--- src/rtl/tin_pkg.sv ---
package tin_pkg;

  typedef struct packed {
    logic gateOpen;   // detection result may leave the block
    logic useFilter;  // qualified level taken from the noise filter
  } tinCtl_t;

endpackage

--- src/rtl/tin_ctrl.sv ---
module tin_ctrl
  import tin_pkg::*;
(
  input  logic    clk,
  input  logic    rstN,
  input  logic    startStb,
  input  logic    stopStb,
  input  logic    filterEn,
  output tinCtl_t ctl,
  output logic    enabled
);

  logic armQ;

  always_ff @(posedge clk or negedge rstN) begin
    if (!rstN) begin
      armQ <= 1'b0;
    end else if (stopStb) begin
      armQ <= 1'b0;
    end else if (startStb) begin
      armQ <= 1'b1;
    end
  end

  always_comb begin
    ctl.gateOpen  = armQ;
    ctl.useFilter = filterEn;
  end

  assign enabled = armQ;

  AST_START_ARMS: assert property (@(posedge clk) disable iff (!rstN)
    (startStb && !stopStb) |=> enabled);
  AST_STOP_WINS: assert property (@(posedge clk) disable iff (!rstN)
    stopStb |=> !enabled);
  AST_ARM_HOLDS: assert property (@(posedge clk) disable iff (!rstN)
    (!startStb && !stopStb) |=> (enabled == $past(enabled)));

endmodule

--- src/rtl/tin_datapath.sv ---
module tin_datapath
  import tin_pkg::*;
#(
  parameter int SYNC_STAGES = 2,
  parameter int FILT_DEPTH  = 2
) (
  input  logic    clk,
  input  logic    rstN,
  input  logic    pinIn,
  input  tinCtl_t ctl,
  output logic    countEn,
  output logic    cntUpdate
);

  localparam int HistW = FILT_DEPTH - 1;

  logic [SYNC_STAGES-1:0] syncQ;
  logic                   syncOut;
  logic [HistW-1:0]       histQ;
  logic [FILT_DEPTH-1:0]  window;
  logic                   filtQ;
  logic                   level;
  logic                   levelD;
  logic                   updQ;

  // synchronizer chain, oldest sample at the top bit
  always_ff @(posedge clk or negedge rstN) begin
    if (!rstN) syncQ <= '0;
    else       syncQ <= {syncQ[SYNC_STAGES-2:0], pinIn};
  end
  assign syncOut = syncQ[SYNC_STAGES-1];

  // history of synchronized samples for the filter window
  generate
    if (HistW > 1) begin : g_histShift
      always_ff @(posedge clk or negedge rstN) begin
        if (!rstN) histQ <= '0;
        else       histQ <= {histQ[HistW-2:0], syncOut};
      end
    end else begin : g_histSingle
      always_ff @(posedge clk or negedge rstN) begin
        if (!rstN) histQ <= '0;
        else       histQ <= syncOut;
      end
    end
  endgenerate

  assign window = {histQ, syncOut};

  // filter output moves only when the whole window agrees
  always_ff @(posedge clk or negedge rstN) begin
    if (!rstN)         filtQ <= 1'b0;
    else if (&window)  filtQ <= 1'b1;
    else if (~|window) filtQ <= 1'b0;
  end

  assign level = ctl.useFilter ? filtQ : syncOut;

  // edge history keeps running while disarmed
  always_ff @(posedge clk or negedge rstN) begin
    if (!rstN) begin
      levelD <= 1'b0;
      updQ   <= 1'b0;
    end else begin
      levelD <= level;
      updQ   <= countEn;
    end
  end

  assign countEn   = ctl.gateOpen & level & ~levelD;
  assign cntUpdate = updQ;

  AST_PULSE_SINGLE: assert property (@(posedge clk) disable iff (!rstN)
    countEn |=> !countEn);
  AST_UPDATE_LAG: assert property (@(posedge clk) disable iff (!rstN)
    countEn |=> cntUpdate);
  AST_UPDATE_ONLY_AFTER: assert property (@(posedge clk) disable iff (!rstN)
    !countEn |=> !cntUpdate);
  AST_FILTER_QUALIFIED: assert property (@(posedge clk) disable iff (!rstN)
    (countEn && ctl.useFilter && $past(ctl.useFilter)) |-> $past(syncOut));
  AST_RAW_EDGE: assert property (@(posedge clk) disable iff (!rstN)
    (countEn && !ctl.useFilter && !$past(ctl.useFilter)) |-> (syncOut && !$past(syncOut)));

endmodule

--- src/rtl/tin_edge_gate.sv ---
module tin_edge_gate
  import tin_pkg::*;
#(
  parameter int SYNC_STAGES = 2,
  parameter int FILT_DEPTH  = 2
) (
  input  logic clk,
  input  logic rstN,
  input  logic pinIn,
  input  logic filterEn,
  input  logic startStb,
  input  logic stopStb,
  output logic enabled,
  output logic countEn,
  output logic cntUpdate
);

  tinCtl_t ctlBus;

  tin_ctrl u_ctrl (
    .clk      (clk),
    .rstN     (rstN),
    .startStb (startStb),
    .stopStb  (stopStb),
    .filterEn (filterEn),
    .ctl      (ctlBus),
    .enabled  (enabled)
  );

  tin_datapath #(
    .SYNC_STAGES (SYNC_STAGES),
    .FILT_DEPTH  (FILT_DEPTH)
  ) u_dp (
    .clk       (clk),
    .rstN      (rstN),
    .pinIn     (pinIn),
    .ctl       (ctlBus),
    .countEn   (countEn),
    .cntUpdate (cntUpdate)
  );

  AST_NO_PULSE_DISARMED: assert property (@(posedge clk) disable iff (!rstN)
    !enabled |-> !countEn);

endmodule

--- config.mk ---
export PLATFORM = sky130hd
export DESIGN_NAME = tin_edge_gate
export DESIGN_NICKNAME = d
export VERILOG_FILES = /design/src/rtl/tin_pkg.sv /design/src/rtl/tin_ctrl.sv /design/src/rtl/tin_datapath.sv /design/src/rtl/tin_edge_gate.sv
export SDC_FILE = /design/constraint.sdc
export NUM_CORES = 1
export LEC_CHECK = 0
export ABC_CLOCK_PERIOD_IN_PS = 2300
export BUFFER_PORTS_ARGS = -buffer_cell sky130_fd_sc_hd__clkbuf_2
export CORE_AREA = 5 5 42 44
export CTS_CLUSTER_DIAMETER = 200
export DETAILED_ROUTE_END_ITERATION = 8
export DIE_AREA = 0 0 47 49
export HOLD_SLACK_MARGIN = 0.06
export PLACE_DENSITY = 0.42
export SETUP_SLACK_MARGIN = 0.3
export SLEW_MARGIN = 20
export SYNTH_ARGS = -nofsm -noshare
export SYNTH_HDL_FRONTEND = slang
export SYNTH_SLANG_ARGS = --single-unit
--- constraint.sdc ---
create_clock -name clk -period 2.3 [get_ports clk]
set_input_delay 0.46 -clock clk [delete_from_list [all_inputs] [get_ports clk]]
set_output_delay 0.46 -clock clk [all_outputs]
set_load 0.02 [all_outputs]
### Yosys cells after proc, flatten, opt, wreduce, memory -nomap -nowiden

Index checks and enable logic that the tools add are counted.

| storage, ports and cells | value |
|---|---|
| flip-flop bits (word level) | 7 |
| input port bits | 6 |
| output and inout bits | 3 |
| word-level logic and storage cells | 18 |

| cells by class | value |
|---|---|
| equal/unequal tests | 1 |
| muxes and demuxes | 5 |
| bitwise gates (word level) | 3 |
| reductions and logical operators | 3 |

Operators by type and width:

| cell | count |
|---|---|
| 1-bit 2-to-1 mux | 5 |
| 1-bit bitwise AND | 2 |
| 2-bit by 1-bit != test with 1-bit output (second input constant) | 1 |
| 2-bit AND reduction | 1 |
| 2-bit nonzero test | 1 |
| 2-bit OR reduction | 1 |
| 1-bit inverter | 1 |

### Depth between registers and ports, before layout

Gate-level depths: netlist (run 1).

| depth | value |
|---|---|
| depth in word-level cells | 3 |
| gate-level depth with buffers | 2 |
| depth with buffers taken out | 2 |

### By module

From an unflattened synthesis (run 1), not the netlist that was laid out.

| unflattened totals | value |
|---|---|
| cell total of the unflattened synthesis | 14 |
| area, all modules | 247.7 µm² |

Modules (own cells, without submodules):

| module | times used | cells an instance | area an instance (µm²) | seq. area each (µm²) |
|---|---|---|---|---|
| tin_datapath | 1 | 10 | 197.7 | 150.1 |
| tin_ctrl | 1 | 4 | 50.0 | 25.0 |

### Least setup slack after synthesis (run 1)

Ideal clock, no wire load.

| timing path | value |
|---|---|
| path kind | input-to-output |
| start point | input port filterEn |
| end point | output port countEn |
| arrival time | 0.988 ns |
| data required time | 1.840 ns |
| slack | 0.852 ns |
| cell stages on the path | 2 |
| buffers on the path | 0 |
| cell sequence | mux2_4 and3b_1 |

| on the way | value |
|---|---|
| longest elaborated chain between the ends | 3 |

Ends and longest elaborated chain:

| element | RTL line | source |
|---|---|---|
| from (decl) | tin_edge_gate.sv:10 | `input logic filterEn,` |
| 1-bit 2-to-1 mux | tin_datapath.sv:57 | `assign level = ctl.useFilter ? filtQ : syncOut;` |
| 1-bit bitwise AND (2 in a row) | tin_datapath.sv:70 | `assign countEn = ctl.gateOpen & level & ~levelD;` |
| to (decl) | tin_edge_gate.sv:14 | `output logic countEn,` |

No other way between the ends.

### Final worst setup path (run 1)

| timing path | value |
|---|---|
| start point | register u_dp.syncQ[1] |
| end point | output port countEn |

| on the way | value |
|---|---|
| longest elaborated chain between the ends | 3 |

Ends and longest elaborated chain:

| element | RTL line | source |
|---|---|---|
| from (decl) | tin_datapath.sv:17 | `logic [SYNC_STAGES-1:0] syncQ;` |
| from (signal assigned) | tin_datapath.sv:29 | `else syncQ <= {syncQ[SYNC_STAGES-2:0], pinIn};` |
| 1-bit 2-to-1 mux | tin_datapath.sv:57 |  |
| named net u_dp.level | tin_datapath.sv:22 | `logic level;` |
| 1-bit bitwise AND (2 in a row) | tin_datapath.sv:70 |  |

The timed path passes the listed nets, and every way through them passes these cells.

==> metrics, run 1 <==
status complete, no violations; Fin Clk Skew 0.00373 ns; nets 34; Mapped Nets 20; fraction of registers with async set/reset 100%; Final min period between 1.5 and 2 ns; Rows 14; Starting Density between 10% and 20%; first-pass GRT wire length a little over 600 µm; number of flops mapped to enable cells by yosys 0; max_cap viols 0; Reg2Reg Depth 2; unrepaired setup endpoints after global routing false; fin crit share 74.8%; CP startpoint kind flip-flop; top cell type's share of synthesized area roughly three quarters; Vias 140; H-tree levels 1; Clock Tree Root clkbuf_4; layout cells sized above 1 approximately half; port bufs 8; #FFs+latches synth 7; WHS 0.323 ns; vias in the first global route around 150; YS warnings 0; width of the chip 47 µm; placer congestion estimate around 0.59; DRT Pass-1 Iters 2; CTS Buf Count 3; endpoints failing setup 0; DR iter-0 viols 1; antenna violations before repair 0; Clock Pin Slew Worst Setup and Hold Paths roughly 0.05 ns; R2R Path Start u_dp.syncQ[1]; Synth Cell Area around 230 µm²; placed inst area between 200 and 300 µm²; Post-synth top flop dfrtp_1; top-count cell post-synth dfrtp_1; Slew Limit Fails 0; WL final between 300 and 400 µm; Synth area leader dfrtp_1; FMAX between 500 and 600 MHz; TNS Setup 0 ns; crit path kind flip-flop to output port; # DRC 0; register area share after synthesis 76.1%; io pins 9; Antenna Cells 0; VDD IR max 0.277 mV; HP Class input port to flip-flop; synth cell count leaders 7 x dfrtp_1, 2 x nor2_1; clk buf depth 2; Critical R2R Capture u_dp.filtQ; data arrival time of the critical path between 1 and 1.5 ns; Crit path required time roughly 1.8 ns; drt via density around 3.3; leakage power 0.171 nW; CP Capture Type output port; wire per inst between 9 and 10 µm; CTS resizes 0; Max-slew headroom between 80% and 90%; ANT nets after route 0; CP Max Fanout 3; All-Layer GR Usage roughly 4.2%; final hold violation count 0; TritonCTS clock tree done; largest net degree at the start of global routing 8; dpl hpwl 337 µm; pwr dens just over 800 nW/µm²; Setup crit start u_dp.syncQ[1]; worst skew pair latency 0.24 ns; Syn Area/Cell 17.7 µm²; Die Y between 40 and 50 µm; Clock Sinks 7; final instance area approximately 330 µm²; core area approximately 1400 µm²; Die ar. about 2300 µm²; GRT overflow 0; Post-Syn Instances 13; largest cells by area after synthesis dfrtp_1 76%, mux2_4 6.5%, ha_1 5.4%; Setup crit end countEn; Synth cell types 6; Layout area overhead 41.8%; r2r setup slk 1.19 ns; Worst Tran Pin Value between 0.15 and 0.2 ns
kinds of logic (layout without fill, tap and decap cells):
family | Yosys count | after routing | synth area share [%]
fa+ha+maj | 1 | 1 | 5.43
buf+inv | 0 | 13 | 0
flops | 7 | 7 | 76.1
mux | 2 | 2 | 11.4
simple gates | 3 | 3 | 7.07
registers in the layout, indices dropped and copies added, names as in the netlist:
register        count
u_dp.syncQ          2
u_ctrl.enabled      1
u_dp.cntUpdate      1
u_dp.filtQ          1
u_dp.histQ          1
u_dp.levelD         1
cell usage in the layout, fill, tap and decap left out:
cell type      Yosys  final
and3b_1            1      1
clkbuf_1           0      1
clkbuf_2           0      8
clkbuf_4           0      3
dfrtp_1            7      7
dlygate4sd3_1      0      1
ha_1               1      1
mux2_2             1      1
mux2_4             1      1
nor2_1             2      2
metrics by stage:
stage	std cells	utilization [%]	setup slack (ns)	power (mW)
floorplan	13	-	0.852	0.151
global placement	37	20.7	0.646	0.162
detailed placement	37	20.7	0.639	0.163
CTS	42	23.3	0.554	0.278
global route	42	23.3	0.531	0.286
finish	42	23.3	0.579	0.269
metal layers:
| metal | GRT usage, % | vias to the layer above | wire, µm |
|---|---|---|---|
| met3 | 3.32 | 0 | 31 |
| met5 | 0 | - | 0 |
| met2 | 5.43 | 3 | 233 |
| met1 | 3.83 | 68 | 132 |
| met4 | 4.15 | 0 | 0 |
| li1 | - | 69 | - |
worst max-delay path, stage by stage (launching register included):
cell and delay [ns]:
dfrtp_1 0.39, mux2_4 0.28, and3b_1 0.19, clkbuf_2 0.15
final cells by class:
class | instances | area, µm²
clock buffers | 4 | 26.3
fillers | 161 | 1070
multi-input cells | 6 | 55.1
flip-flops and latches | 7 | 175
well taps | 16 | 20.0
repair buffers | 9 | 50.0
power by group:
part / switching (mW) / leakage [nW] / internal [mW]
Clock: 0.0422 / 0.0150 / 0.0660
Combinational: 0.0120 / 0.0700 / 0.0132
Sequential: 0.00367 / 0.0863 / 0.132
Total: 0.0579 / 0.171 / 0.212
worst min path at each step:
stage / slack (ns) / startpoint / end / cells after the start
3_5_place_dp: 0.31 / rstN / u_dp.cntUpdate / 1
6_report: 0.32 / pinIn / u_dp.syncQ[0] / 1
3_3_place_gp: 0.30 / rstN / u_dp.cntUpdate / 1
5_1_grt: 0.32 / pinIn / u_dp.syncQ[0] / 1
2_1_floorplan: 0.16 / rstN / u_ctrl.enabled / 0
4_1_cts: 0.31 / pinIn / u_dp.syncQ[0] / 1
what timing repair did:
item                       4_1_cts  5_1_grt
hold buffers                     1        0
setup buffers                    0        0
setup endpoints to repair        0        0
hold endpoints to repair         7        0
No activity file was read; power rests on OpenSTA's default activity.
==> inputs of run 2 (changes only) <==
--- a/config.mk
+++ b/config.mk
@@ -5,7 +5,7 @@
 export SDC_FILE = /design/constraint.sdc
 export NUM_CORES = 1
 export LEC_CHECK = 0
-export ABC_CLOCK_PERIOD_IN_PS = 2300
+export ABC_CLOCK_PERIOD_IN_PS = 1800
 export BUFFER_PORTS_ARGS = -buffer_cell sky130_fd_sc_hd__clkbuf_2
 export CORE_AREA = 5 5 42 44
 export CTS_CLUSTER_DIAMETER = 200
==> constraint.sdc (replaced) <==
create_clock -name clk -period 1.8 [get_ports clk]
set_input_delay 0.36 -clock clk [delete_from_list [all_inputs] [get_ports clk]]
set_output_delay 0.36 -clock clk [all_outputs]
set_load 0.02 [all_outputs]
==> run 2 against run 1 <==
Effect of this change: wire length increased by 2.8%; clock power grew 27%; cell count is 7.1% higher; utilization increased by 2.2 points; largest power group unchanged; combinational power rose by 56%; count of clock-buffer cells in the layout is the same; power grew 30%; critical path depth unchanged.
==> metrics, run 2 (synthesized netlist as in run 1, its figures left out) <==
CP startpoint kind flip-flop; Clock Tree Root clkbuf_4; FMAX 627 MHz; DRT Pass-1 Iters 1; max FFs per register 2; CTS Buf Count 3; Crit path required time ~1.4 ns; ANT nets after route 0; largest register by flop count u_dp.syncQ; dpl hpwl about 300 µm; TNS Setup 0 ns; drt via density 3.40; leakage power between 0.15 and 0.2 nW; Layout area overhead 55.4%; Final min period approximately 1.6 ns; fin crit share between 80% and 90%; clk buf depth 2; H-tree levels 1; max_cap viols 0; Clock Sinks 7; Worst Tran Pin Value about 0.16 ns; Die ar. between 2000 and 2500 µm²; core area ~1400 µm²; status complete, no violations; final hold violation count 0; Fin Clk Skew 0.000778 ns; Vias 153; Slew Limit Fails 0; most frequent cells in the layout 7 x clkbuf_2, 7 x dfrtp_1, 3 x clkbuf_4, 3 x buf_4, 2 x nor2_1; # DRC 0; Die Y about 50 µm; WL final a little over 400 µm; width of the chip around 47 µm; layout cells sized above 1 a little under three fifths; worst skew pair latency roughly 0.24 ns; HP Class input port to flip-flop; Post-Layout Cell Count 45; placer congestion estimate ~0.6; Antenna Cells 0; GRT overflow 0; crit path kind flip-flop to output port; endpoints failing setup 0; nets 37; Starting Density approximately 16%; Max-slew headroom approximately nine tenths; unrepaired setup endpoints after global routing true; TritonCTS clock tree done; largest net degree at the start of global routing 8; pwr dens around 1000 nW/µm²; DR iter-0 viols 0; port bufs 8; io pins 9; antenna violations before repair 0; Clock Pin Slew Worst Setup and Hold Paths 0.05 ns; Rows 14; VDD IR max 0.324 mV; vias in the first global route around 180; CP Max Fanout 2; All-Layer GR Usage approximately 4.9%; first-pass GRT wire length between 600 and 700 µm; wire per inst 9.09 µm; dpl cells 37; CP Capture Type output port; data arrival time of the critical path approximately 1.2 ns
-- run 2: changes by cell type in the layout (fill, tap and decap cells not counted), sizes merged --
cell  delta
buf      +3
-- run 2: metrics by stage --
stage	total power [mW]	area [µm²]	hold slack [ns]	worst slack, ns	utilization (%)
floorplan	0.192	230	0.0644	0.552	-
global placement	0.206	290	0.199	0.346	20.7
detailed placement	0.208	290	0.200	0.343	20.7
CTS	0.359	350	0.205	0.197	25.0
global route	0.373	358	0.197	0.146	25.5
finish	0.350	358	0.219	0.204	25.5
-- run 2: what timing repair did --
| item | 4_1_cts | 5_1_grt |
|---|---|---|
| hold endpoints to repair | 7 | 0 |
| hold buffers | 1 | 0 |
| cloned | 0 | 0 |
| gates resized for setup | 2 | 0 |
| setup endpoints to repair | 1 | 1 |
| setup buffers | 2 | 1 |
| pin swaps | 1 | 0 |
-- run 2: final timing paths --
| path | cells past startpoint | slack (ns) | endpoint | from |
|---|---|---|---|---|
| setup / recovery | 3 | 0.20 | countEn | u_dp.syncQ[1] |
| hold / removal | 1 | 0.22 | u_dp.syncQ[0] | pinIn |
| setup reg to reg | 4 | 0.47 | u_dp.filtQ | u_dp.syncQ[1] |
| hold reg to reg | 0 | 0.35 | u_dp.syncQ[1] | u_dp.syncQ[0] |
| max in group asynchronous | 2 | 1.16 | u_dp.syncQ[1] | rstN |
| min in group asynchronous | 2 | 0.48 | u_dp.levelD | rstN |
-- run 2: report_power, final --
group	internal, mW	total [mW]	switching, mW
combinational	0.0227	0.0392	0.0164
sequential	0.169	0.174	0.00457
clock	0.0843	0.137	0.0529
-- run 2: per-layer routing --
layer	share of wire, %	track usage (%)	vias to the layer above
li1	-	-	74
met1	33	3.63	76
met2	61	6.56	3
met3	6.4	4.43	0
met4	0	5.53	0
met5	0	0	-
-- run 2: critical path, stage by stage, from the launching register on --
cell and delay (ns):
dfrtp_1 0.37, mux2_4 0.28, and3b_1 0.19, clkbuf_8 0.15
-- run 2: area by class of cell --
class,count,area [µm²]
clock buffer,4,26.3
fill,152,1040
multi-input combinational,6,55.1
sequential,7,175
tap,16,20.0
timing repair buffer,12,81.3
